File: config.mk
export PLATFORM = sky130hd
export DESIGN_NAME = ls_nrzi_rx
export DESIGN_NICKNAME = d
export VERILOG_FILES = /design/src/rtl/ls_nrzi_rx_pkg.sv /design/src/rtl/lsrx_sync.sv /design/src/rtl/lsrx_bit_clock.sv /design/src/rtl/lsrx_frame.sv /design/src/rtl/lsrx_deser.sv /design/src/rtl/ls_nrzi_rx.sv
export SDC_FILE = /design/constraint.sdc
export NUM_CORES = 1
export LEC_CHECK = 0
export ABC_AREA = 1
export BUFFER_PORTS_ARGS = -buffer_cell sky130_fd_sc_hd__buf_2
export CAP_MARGIN = 20
export CORE_ASPECT_RATIO = 1.4
export CORE_UTILIZATION = 45
export CTS_CLUSTER_DIAMETER = 40
export DETAILED_ROUTE_END_ITERATION = 16
export PLACE_DENSITY = 0.74
export SLEW_MARGIN = 15
export SYNTH_ARGS = -nofsm -noshare
export SYNTH_HDL_FRONTEND = slang
export SYNTH_HIERARCHICAL = 1
export SYNTH_SLANG_ARGS = --single-unit
File: constraint.sdc
create_clock -name clk -period 7.2 [get_ports clk]
set_input_delay 0 -clock clk [delete_from_list [all_inputs] [get_ports clk]]
set_output_delay 0 -clock clk [all_outputs]
set_load 0.1 [all_outputs]
File: src/rtl/ls_nrzi_rx_pkg.sv
package ls_nrzi_rx_pkg;

   // Line state as {D+, D-}
   typedef enum logic [1:0] {
      LS_SE0 = 2'b00,
      LS_J   = 2'b01,
      LS_K   = 2'b10,
      LS_SE1 = 2'b11
   } line_t;

   typedef enum logic [1:0] {
      FR_HUNT = 2'b00,
      FR_SYNC = 2'b01,
      FR_DATA = 2'b10
   } frame_st_t;

   localparam int BYTE_W = 8;

endpackage

File: src/rtl/lsrx_sync.sv
module lsrx_sync #(
   parameter int             STAGES  = 2,
   parameter int             W       = 2,
   parameter logic [W-1:0]   RST_VAL = '0
) (
   input  logic         clk,
   input  logic         rst_n,
   input  logic [W-1:0] d,
   output logic [W-1:0] q
);

   logic [W-1:0] stg [STAGES];

   for (genvar g = 0; g < STAGES; g++) begin : g_stage
      if (g == 0) begin : g_first
         always_ff @(posedge clk or negedge rst_n) begin
            if (!rst_n) stg[g] <= RST_VAL;
            else        stg[g] <= d;
         end
      end else begin : g_next
         always_ff @(posedge clk or negedge rst_n) begin
            if (!rst_n) stg[g] <= RST_VAL;
            else        stg[g] <= stg[g-1];
         end
      end
   end

   assign q = stg[STAGES-1];

endmodule

File: src/rtl/lsrx_bit_clock.sv
module lsrx_bit_clock
   import ls_nrzi_rx_pkg::*;
#(
   parameter int CLKS_PER_BIT = 11
) (
   input  logic       clk,
   input  logic       rst_n,
   input  logic [1:0] line_in,
   output line_t      ln_cur,
   output line_t      ln_prev,
   output logic       bit_stb
);

   localparam int            CW     = $clog2(CLKS_PER_BIT);
   localparam logic [CW-1:0] LAST_C = CW'(CLKS_PER_BIT - 1);
   localparam logic [CW-1:0] MID_C  = CW'(CLKS_PER_BIT / 2);

   logic [CW-1:0] phase_cnt;
   logic          trans;

   assign ln_cur = line_t'(line_in);
   assign trans  = (ln_cur != ln_prev);

   // Every transition restarts the phase so the next sample lands mid-bit
   always_ff @(posedge clk or negedge rst_n) begin
      if (!rst_n) begin
         ln_prev   <= LS_J;
         phase_cnt <= '0;
      end else begin
         ln_prev <= ln_cur;
         if (trans)                  phase_cnt <= '0;
         else if (phase_cnt == LAST_C) phase_cnt <= '0;
         else                        phase_cnt <= phase_cnt + 1'b1;
      end
   end

   assign bit_stb = (phase_cnt == MID_C);

endmodule

File: src/rtl/lsrx_frame.sv
module lsrx_frame
   import ls_nrzi_rx_pkg::*;
#(
   parameter int STUFF_RUN = 6
) (
   input  logic  clk,
   input  logic  rst_n,
   input  line_t ln_cur,
   input  line_t ln_prev,
   input  logic  bit_stb,
   input  logic  abort,
   output logic  pkt_begin,
   output logic  pkt_eop,
   output logic  dbit_vld,
   output logic  dbit
);

   localparam int            OW      = $clog2(STUFF_RUN + 1);
   localparam logic [OW-1:0] RUN_C   = OW'(STUFF_RUN);
   localparam logic [OW-1:0] ONE_C   = OW'(1);

   frame_st_t      st;
   line_t          last_ls;
   logic [OW-1:0]  ones;
   logic           is_se0;
   logic           stuffed;
   logic           idle_to_k;

   assign is_se0    = (ln_cur == LS_SE0);
   assign stuffed   = (ones == RUN_C);
   assign idle_to_k = (ln_prev == LS_J) && (ln_cur == LS_K);

   assign pkt_begin = bit_stb && (st == FR_SYNC) && (ln_cur == LS_K) && (last_ls == LS_K);
   assign pkt_eop   = bit_stb && (st == FR_DATA) && is_se0;
   assign dbit_vld  = bit_stb && (st == FR_DATA) && !is_se0 && !stuffed;
   assign dbit      = (ln_cur == last_ls);

   always_ff @(posedge clk or negedge rst_n) begin
      if (!rst_n) begin
         st      <= FR_HUNT;
         last_ls <= LS_J;
         ones    <= '0;
      end else begin
         unique case (st)
            FR_HUNT: begin
               if (idle_to_k) begin
                  st      <= FR_SYNC;
                  last_ls <= LS_J;
               end
            end
            FR_SYNC: begin
               if (bit_stb) begin
                  if (is_se0) begin
                     st <= FR_HUNT;
                  end else if (ln_cur == LS_K && last_ls == LS_K) begin
                     st      <= FR_DATA;
                     ones    <= ONE_C;   // closing sync bit decodes as 1
                     last_ls <= LS_K;
                  end else if (ln_cur == LS_J && last_ls == LS_J) begin
                     st <= FR_HUNT;
                  end else begin
                     last_ls <= ln_cur;
                  end
               end
            end
            FR_DATA: begin
               if (abort) begin
                  st <= FR_HUNT;
               end else if (bit_stb) begin
                  if (is_se0) begin
                     st <= FR_HUNT;
                  end else begin
                     last_ls <= ln_cur;
                     if (stuffed)   ones <= '0;
                     else if (dbit) ones <= ones + 1'b1;
                     else           ones <= '0;
                  end
               end
            end
            default: st <= FR_HUNT;
         endcase
      end
   end

endmodule

File: src/rtl/lsrx_deser.sv
module lsrx_deser
   import ls_nrzi_rx_pkg::*;
#(
   parameter int BUF_BYTES = 8
) (
   input  logic              clk,
   input  logic              rst_n,
   input  logic              pkt_begin,
   input  logic              dbit_vld,
   input  logic              dbit,
   output logic              byte_vld,
   output logic [BYTE_W-1:0] byte_dat,
   output logic              ovf
);

   localparam int            RW    = $clog2(BUF_BYTES + 1);
   localparam int            BW    = $clog2(BYTE_W);
   localparam logic [RW-1:0] FULL_C = RW'(BUF_BYTES);
   localparam logic [BW-1:0] TOP_C  = BW'(BYTE_W - 1);

   logic [BYTE_W-1:0] shreg;
   logic [BW-1:0]     bit_idx;
   logic [RW-1:0]     remain;
   logic              byte_done;

   assign byte_done = dbit_vld && (bit_idx == TOP_C);
   assign byte_vld  = byte_done && (remain != '0);
   assign ovf       = byte_done && (remain == '0);
   assign byte_dat  = {dbit, shreg[BYTE_W-1:1]};

   always_ff @(posedge clk or negedge rst_n) begin
      if (!rst_n) begin
         shreg   <= '0;
         bit_idx <= '0;
         remain  <= '0;
      end else if (pkt_begin) begin
         bit_idx <= '0;
         remain  <= FULL_C;
      end else if (dbit_vld) begin
         shreg   <= {dbit, shreg[BYTE_W-1:1]};
         bit_idx <= bit_idx + 1'b1;
         if (byte_vld) remain <= remain - 1'b1;
      end
   end

endmodule

File: src/rtl/ls_nrzi_rx.sv
module ls_nrzi_rx
   import ls_nrzi_rx_pkg::*;
#(
   parameter int CLKS_PER_BIT = 11,
   parameter int BUF_BYTES    = 8,
   parameter int SYNC_STAGES  = 2,
   parameter int STUFF_RUN    = 6
) (
   input  logic              clk,
   input  logic              rst_n,
   input  logic              usb_dp,
   input  logic              usb_dm,
   output logic              rx_start,
   output logic              rx_valid,
   output logic [BYTE_W-1:0] rx_data,
   output logic              rx_eop,
   output logic              rx_overflow
);

   if (CLKS_PER_BIT < 5) begin : g_bad_ratio
      $error("CLKS_PER_BIT must be at least 5");
   end
   if (BUF_BYTES < 1) begin : g_bad_buf
      $error("BUF_BYTES must be at least 1");
   end
   if (SYNC_STAGES < 2) begin : g_bad_sync
      $error("SYNC_STAGES must be at least 2");
   end
   if (STUFF_RUN < 1) begin : g_bad_stuff
      $error("STUFF_RUN must be at least 1");
   end

   logic [1:0] line_s;
   line_t      ln_cur;
   line_t      ln_prev;
   logic       bit_stb;
   logic       dbit_vld;
   logic       dbit;

   lsrx_sync #(
      .STAGES  (SYNC_STAGES),
      .W       (2),
      .RST_VAL (LS_J)
   ) u_sync (
      .clk   (clk),
      .rst_n (rst_n),
      .d     ({usb_dp, usb_dm}),
      .q     (line_s)
   );

   lsrx_bit_clock #(
      .CLKS_PER_BIT (CLKS_PER_BIT)
   ) u_bclk (
      .clk     (clk),
      .rst_n   (rst_n),
      .line_in (line_s),
      .ln_cur  (ln_cur),
      .ln_prev (ln_prev),
      .bit_stb (bit_stb)
   );

   lsrx_frame #(
      .STUFF_RUN (STUFF_RUN)
   ) u_frame (
      .clk       (clk),
      .rst_n     (rst_n),
      .ln_cur    (ln_cur),
      .ln_prev   (ln_prev),
      .bit_stb   (bit_stb),
      .abort     (rx_overflow),
      .pkt_begin (rx_start),
      .pkt_eop   (rx_eop),
      .dbit_vld  (dbit_vld),
      .dbit      (dbit)
   );

   lsrx_deser #(
      .BUF_BYTES (BUF_BYTES)
   ) u_deser (
      .clk       (clk),
      .rst_n     (rst_n),
      .pkt_begin (rx_start),
      .dbit_vld  (dbit_vld),
      .dbit      (dbit),
      .byte_vld  (rx_valid),
      .byte_dat  (rx_data),
      .ovf       (rx_overflow)
   );

endmodule

==> results.txt, run 1 <==
----------------------------------------------------
[Yosys]
  Synth unique cells ... 29
  Synth Area in Adders ... 0.06878
  Share of the synthesized area in the top cell type ... 0.3714
  Number of synthesis warnings ... 6
  Xor-xnor portion of the synthesized cell area ... 0.009629
  Cell taking the most area after synthesis ... dfrtp_1
  Avg Inst Size Synth ... 8.014 sq um
  Fraction of the yosys area taken by sequential cells ... 0.4292
  Instance count of the mapped netlist ... around 230
  Number of nets produced by synthesis ... 241
  Simple-Gate Fraction of Synth Area ... 0.3136
  Cell area after technology mapping ... about 0.0018 sq mm
  Flip-flop and latch count after synthesis ... 31
  Main combinational cell family by area after synthesis ... simple AND/OR/NAND/NOR gates
  Share of cell area taken by muxes after synthesis ... 0.008253
  Area fraction in compound gates after synthesis ... 0.06327
  Most area-consuming cells after synthesis ... dfrtp_1 (37%), nand2_1 (12%), ha_1 (6.9%)

[Clocking]
  Clock Latency Late Sink ... ~0.28 ns
  Clock-pin slew reported for the worst setup and hold paths after clock tree synthesis ... approximately 0.060 ns
  Maximum buffer depth of the clock tree ... 2
  H-tree level count ... 2
  CTS tree ... done
  Clk sinks ... 31
  CTS buffer count ... 5
  Postcts setup bufs ... 0
  Root Buffer ... clkbuf_8

[Setup path]
  Type of element launching the critical path ... register
  Delay contributed by the slowest stage of the critical path ... ~0.90 ns
  Maximum fanout count along the critical path ... 5
  CP Cell Sequence ... inv_1 -> nor4_1 -> inv_1 -> nor4_1 -> nand2_2 -> clkinv_2 -> nand2_4 -> inv_2 -> buf_2
  Arrival time worst endpoint ... around 3.0 ns
  Launching point of the worst reg2reg path ... u_bclk/phase_cnt[0]
  Cells on worst reg2reg path ... 13
  Worst setup EP type ... primary output
  Worst-case register-to-register setup slack ... around 4.4 ns
  Required time of the critical path ... around 7 ns
  Slowest library cell on the worst path ... nor4_1
  Category of the most critical setup path ... reg -> out
  Worst reg2reg path endpoint ... u_frame/ones[1]

[STA]
  Fin Hold WS ... between 0.2 and 0.3 ns
  Setup repair after global routing missed its margin ... no
  Post-route clock period utilization ... 0.4112
  Transition time at the pin with the least slew margin ... 1.037 ns
  Final hold violation count ... 0
  Max-slew violations ... 0
  Fmax ... between 300 and 400 MHz
  Clock tree skew after final layout ... around 0.0037 ns
  Final setup violating endpoints ... 0
  Final WS setup ... approximately 4.2 ns
  Post-route setup TNS ... 0 ns
  Clock period minus final worst setup slack ... approximately 3 ns
  Worst relative slew slack ... 0.3023

[Pwr]
  Power per unit of standard cell area ... approximately 240 mW/mm^2
  Standby leakage power ... around 1.1 nW
  VDD IR max ... between 0.00015 and 0.0002 V

[Global routing]
  GR Overflow Total ... 0
  Pin count of the biggest net entering global routing ... 32
  Antenna violations before repair ... 0
  Global-route wire length before repair ... 6037 microns
  Gr usage total ... 0.1824
  Number of global-route vias before repair ... about 1400

[Finish]
  Most common library cell in the layout ignoring fill and taps ... nand2_1
  Number of antenna cells inserted ... 0
  Most used cells in the layout excluding fill and tap cells ... nand2_1 (57), inv_1 (30), dfrtp_1 (27), nor2_1 (26), nand3_1 (16)
  Signed area change from the synthesized netlist to the final layout ... 9.904%
  Final #Nets ... 259
  Layout cell share with drive strength beyond 1 ... 0.2033

[Floorplanning]
  Std-Cell Core Area ... between 0.003 and 0.004 sq mm
  Die Y-Extent ... between 70 and 80 microns
  Effective utilization at floorplan ... 0.4683
  Area of the die ... 0.004304 sq mm
  Site row count ... 27
  Ports ... 16
  Die W ... about 56 microns

[Route]
  Final wirelength ... between 3000 and 4000 microns
  Drt first pass iters ... 4
  Starting DRT DRC Count ... 27
  Routed Antenna Nets ... 0
  Routed wire length per instance ... ~11 microns
  Via count ... about 1400
  Number of remaining DRC errors ... 0
  Vias per inst ... between 4 and 5

[Job]
  Max-Cap Viols ... 0

[Placement]
  Post-detailed-placement half-perimeter wirelength ... between 2000 and 2500 microns
  Routability congestion estimate from global placement ... approximately 0.80
  Setup WS pre-CTS ... ~4.4 ns
  IO Port Bufs ... 15

[Outcome]
  Outcome ... finished clean

[Hold path]
  Type of the most critical hold path ... in -> async

----------------------------------------------------
[per-stage QoR]
step                      instances  power (W)  area [sq um]  utilization
after floorplan                 227  0.0003272          1819            -
after global placement          278  0.0003502          1888       0.4860
after detailed placement        278  0.0003522          1888       0.4860
after CTS                       289  0.0004868          1999       0.5147
after global routing            289  0.0005186          1999       0.5147
final                           289  0.0004802          1999       0.5147
[cell type report]
| class | instances | area (sq um) |
|---|---|---|
| fill | 371 | 1886 |
| sequential | 31 | 780.7 |
| clock inverter | 1 | 5.005 |
| timing repair buffer | 18 | 105.1 |
| multi-input combinational | 154 | 843.3 |
| tap | 43 | 53.80 |
| inverter | 35 | 135.1 |
| clock buffer | 7 | 76.32 |
[how the worst max path moves through the flow]
stage | end | from | cells after the start | slack, ns
floorplan | u_deser/shreg[7] | u_bclk/phase_cnt[1] | 6 | 3.12
global placement | u_frame/ones[0] | u_frame/st[0] | 13 | 4.50
detailed placement | u_frame/ones[1] | u_bclk/phase_cnt[1] | 12 | 4.41
CTS | rx_valid | u_bclk/phase_cnt[0] | 9 | 4.26
global route | u_frame/st[0] | u_bclk/phase_cnt[0] | 13 | 4.03
finish | rx_valid | u_bclk/phase_cnt[0] | 9 | 4.24
[power breakdown]
part	total [W]	switching (W)	internal [W]
registers	0.000203	0.0000119	0.000191
clock network	0.000129	0.0000616	0.0000676
logic	0.000148	0.0000997	0.0000478
total	0.000480	0.000173	0.000307
[per-layer routing]
layer / wire (microns) / vias up / share of wire / GRT usage
met2: 1675 / 16 / 0.51 / 0.3301
met5: 0 / - / 0 / 0
met3: 80 / 8 / 0.024 / 0.04047
li1: - / 741 / - / -
met4: 107 / 0 / 0.033 / 0.1000
met1: 1409 / 638 / 0.43 / 0.1916
[synthesized netlist by cell type]
cell,instances
nand2_1,57
dfrtp_1,27
a21oi_4,1
inv_1,30
dfstp_2,4
nand2_4,3
nor3_1,4
inv_2,3
nor2_2,1
o21ai_0,2
o21ai_1,7
o21ai_2,1
a21oi_2,4
xor2_1,1
nand3_2,2
nor4_1,2
ha_1,10
a21oi_1,2
mux2_4,1
nor2_4,1
nand4_1,6
nor2_1,26
buf_6,2
nand3_1,16
nand2_2,6
clkinv_2,1
buf_4,5
inv_4,1
xnor2_1,1
[logic make-up after synthesis]
family	count (synthesis)
XOR/XNOR	2
multiplexers	1
flip-flops	31
AND/OR/NAND/NOR	124
adder cells (fa/ha/maj)	10
AO/OA/AOI/OAI	17
buffers and inverters	42
[state kept, by name (all words and copies together), names as in the netlist]
register / flops
u_bclk/ln_prev: 2
u_bclk/phase_cnt: 4
u_deser/bit_idx: 3
u_deser/remain: 4
u_deser/shreg: 7
u_frame/last_ls: 2
u_frame/ones: 3
u_frame/st: 2
u_sync/q: 2
u_sync/stg: 2
[critical path: cells and delay by family, from the launching register on]
family	cells	cell delay (ns)
AND/OR/NAND/NOR	4	1.44
flip-flops	1	0.40
buffers and inverters	5	0.84
[what timing repair did]
action	4_1_cts	5_1_grt
endpoints found under the hold margin	29	0
hold buffers	3	0
setup endpoints to repair	0	0
gates resized for setup	0	0
No activity file was read; power rests on OpenSTA's default activity.
==> run 2: changes to the inputs <==
- clock period: 7.2 -> 3.1 ns (I/O delays scaled with it)
==> run 2 against run 1 <==
Compared with the run above: setup slack worse by 3.6 ns; hold slack better by 0.0039 ns; first-iteration DRC count down 3.7%; flip-flop and latch count unchanged; via count up 2.0%; combinational power up 140%; critical path depth up 1; routed wire length up 2.3%; utilization up 0.77 points; register-to-register slack worse by 3.6 ns.
==> results.txt, run 2 (same netlist as run 1, synthesis figures left out) <==
----------------------------------------------------
[Outcome]
  Outcome ... finished clean (unchanged)

[Setup path]
  Required time of the critical path ... 3.10 ns (was 7.20 ns)
  Arrival time worst endpoint ... 2.50 ns (was 2.96 ns)
  Worst setup EP type ... primary output (unchanged)
  Type of element launching the critical path ... register (unchanged)
  Category of the most critical setup path ... reg -> out (unchanged)
  Maximum fanout count along the critical path ... 5 (unchanged)

[Global routing]
  Pin count of the biggest net entering global routing ... 32 (unchanged)
  Number of global-route vias before repair ... 1437 (was 1427)
  Global-route wire length before repair ... 5851 microns (was 6037 microns)
  Antenna violations before repair ... 0 (unchanged)
  Gr usage total ... 0.1777 (was 0.1824)
  GR Overflow Total ... 0 (unchanged)

[Route]
  Starting DRT DRC Count ... 26 (was 27)
  Routed Antenna Nets ... 0 (unchanged)
  Number of remaining DRC errors ... 0 (unchanged)
  Final wirelength ... 3349 microns (was 3273 microns)
  Vias per inst ... 4.934 (was 4.855)
  Drt first pass iters ... 4 (unchanged)
  Via count ... 1431 (was 1403)
  Routed wire length per instance ... 11.55 microns (was 11.33 microns)

[Placement]
  Routability congestion estimate from global placement ... 0.8250 (was 0.8038)
  IO Port Bufs ... 15 (unchanged)
  Post-detailed-placement half-perimeter wirelength ... 2533 microns (was 2425 microns)
  Setup WS pre-CTS ... 0.7485 ns (was 4.415 ns)

[Finish]
  Max FFs per register ... 7 (unchanged)
  Number of antenna cells inserted ... 0 (unchanged)
  Sequential cell area ... 780.7 sq um (unchanged)
  Leading registers by flop count ... u_deser/shreg x7, u_bclk/phase_cnt x4, u_deser/remain x4 (unchanged)
  Biggest register ... u_deser/shreg (unchanged)
  Filler instances ... 386 (was 371)
  Most used cells in the layout excluding fill and tap cells ... nand2_1 (57), inv_1 (30), dfrtp_1 (27), nor2_1 (25), nand3_1 (16) (was nand2_1 (57), inv_1 (30), dfrtp_1 (27), nor2_1 (26), nand3_1 (16))
  Signed area change from the synthesized netlist to the final layout ... 11.55% (was 9.904%)
  Area used by multi-input combinational logic ... 855.8 sq um (was 843.3 sq um)
  Most common library cell in the layout ignoring fill and taps ... nand2_1 (unchanged)
  Layout cell share with drive strength beyond 1 ... 0.2186 (was 0.2033)
  Final #Nets ... 260 (was 259)

[STA]
  Max-slew violations ... 0 (unchanged)
  Post-route setup TNS ... 0 ns (unchanged)
  Fmax ... ~400 MHz
  Final setup violating endpoints ... 0 (unchanged)
  Clock tree skew after final layout ... 0.004281 ns (was 0.003727 ns)
  Clock period minus final worst setup slack ... 2.499 ns
  Final WS setup ... 0.6009 ns (was 4.240 ns)
  Setup repair after global routing missed its margin ... no (unchanged)
  Worst relative slew slack ... 0.5505 (was 0.3023)
  Fin Hold WS ... 0.2939 ns (was 0.2900 ns)
  Final hold violation count ... 0 (unchanged)
  Transition time at the pin with the least slew margin ... 0.6743 ns (was 1.037 ns)
  Post-route clock period utilization ... 0.8062

[Clocking]
  Maximum buffer depth of the clock tree ... 2 (unchanged)
  Clock-pin slew reported for the worst setup and hold paths after clock tree synthesis ... 0.06 ns (about the same)
  H-tree level count ... 2 (unchanged)
  Clk sinks ... 31 (unchanged)
  CTS tree ... done (unchanged)
  Clock Latency Late Sink ... 0.28 ns (about the same)
  Resized Gates After CTS ... 0 (unchanged)
  Hold-fix buffers, CTS ... 3 (unchanged)
  Root Buffer ... clkbuf_8 (unchanged)
  CTS buffer count ... 5 (unchanged)
  Postcts setup bufs ... 0 (unchanged)

[Pwr]
  Power per unit of standard cell area ... 562.3 mW/mm^2 (was 240.2 mW/mm^2)
  Standby leakage power ... 1.108 nW (was 1.097 nW)
  VDD IR max ... 0.0004245 V (was 0.0001965 V)

[Floorplanning]
  Ports ... 16 (unchanged)
  Std-Cell Core Area ... 0.003885 sq mm (unchanged)
  Area of the die ... 0.004304 sq mm (unchanged)
  Die Y-Extent ... 77.23 microns (unchanged)
  Site row count ... 27 (unchanged)
  Effective utilization at floorplan ... 0.4683 (unchanged)
  Die W ... 55.74 microns (unchanged)

[Job]
  Max-Cap Viols ... 0 (unchanged)

[Hold path]
  Type of the most critical hold path ... in -> async (unchanged)

----------------------------------------------------
run 2: cell count changes in the layout (fill, tap and decap cells not counted):
cell	change
clkbuf_8	+1
nor3_2	+1
clkbuf_1	-1
nor2_4	+1
nor2_1	-1
nor3_1	-1
buf_4	+1
run 2: metal layers:
metal | up-vias | part of all wire | GRT usage
met5 | - | 0 | 0
met1 | 661 | 0.40 | 0.1750
li1 | 747 | - | -
met3 | 8 | 0.023 | 0.03035
met4 | 0 | 0.036 | 0.1200
met2 | 15 | 0.54 | 0.3301
run 2: worst max-delay path, stage by stage, from the launching register on:
cell	delay [ns]
dfrtp_1	0.40
inv_1	0.09
nor4_1	0.36
inv_1	0.18
nor4_1	0.29
buf_4	0.20
nand2_2	0.08
clkinv_2	0.08
nand2_4	0.07
inv_2	0.06
buf_2	0.41
run 2: through the flow:
step / instance area (sq um) / instances / power [W] / util
after floorplan: 1832 / 227 / 0.0007613 / -
after global placement: 1908 / 279 / 0.0008185 / 0.4911
after detailed placement: 1908 / 279 / 0.0008272 / 0.4911
after CTS: 2029 / 290 / 0.001158 / 0.5224
after global routing: 2029 / 290 / 0.001223 / 0.5224
final: 2029 / 290 / 0.001141 / 0.5224
run 2: final cells by class:
class	count	area share
inverters	35	0.06658
repair buffers	19	0.05549
flip-flops and latches	31	0.3847
clock inverters	1	0.002466
well taps	43	0.02651
clock buffers	7	0.04254
multi-input cells	154	0.4217
run 2: worst paths after layout:
path                                           from                to  slack [ns]  cells past startpoint
max in group asynchronous                     rst_n       u_sync/q[1]        2.37                      2
worst min-delay path                          rst_n  u_deser/shreg[6]        0.29                      2
worst min register to register        u_sync/stg[3]       u_sync/q[1]        0.35                      0
worst max-delay path            u_bclk/phase_cnt[0]          rx_valid        0.60                     10
worst max register to register  u_bclk/phase_cnt[0]   u_frame/ones[2]        0.75                     14
min in group clk                      u_sync/stg[3]       u_sync/q[1]        0.35                      0
run 2: report_power, final:
group | switching (W) | leakage [nW] | total (W) | internal, W
combinational | 0.000238 | 0.653 | 0.000349 | 0.000111
clock | 0.000141 | 0.0482 | 0.000320 | 0.000179
sequential | 0.0000275 | 0.407 | 0.000472 | 0.000445
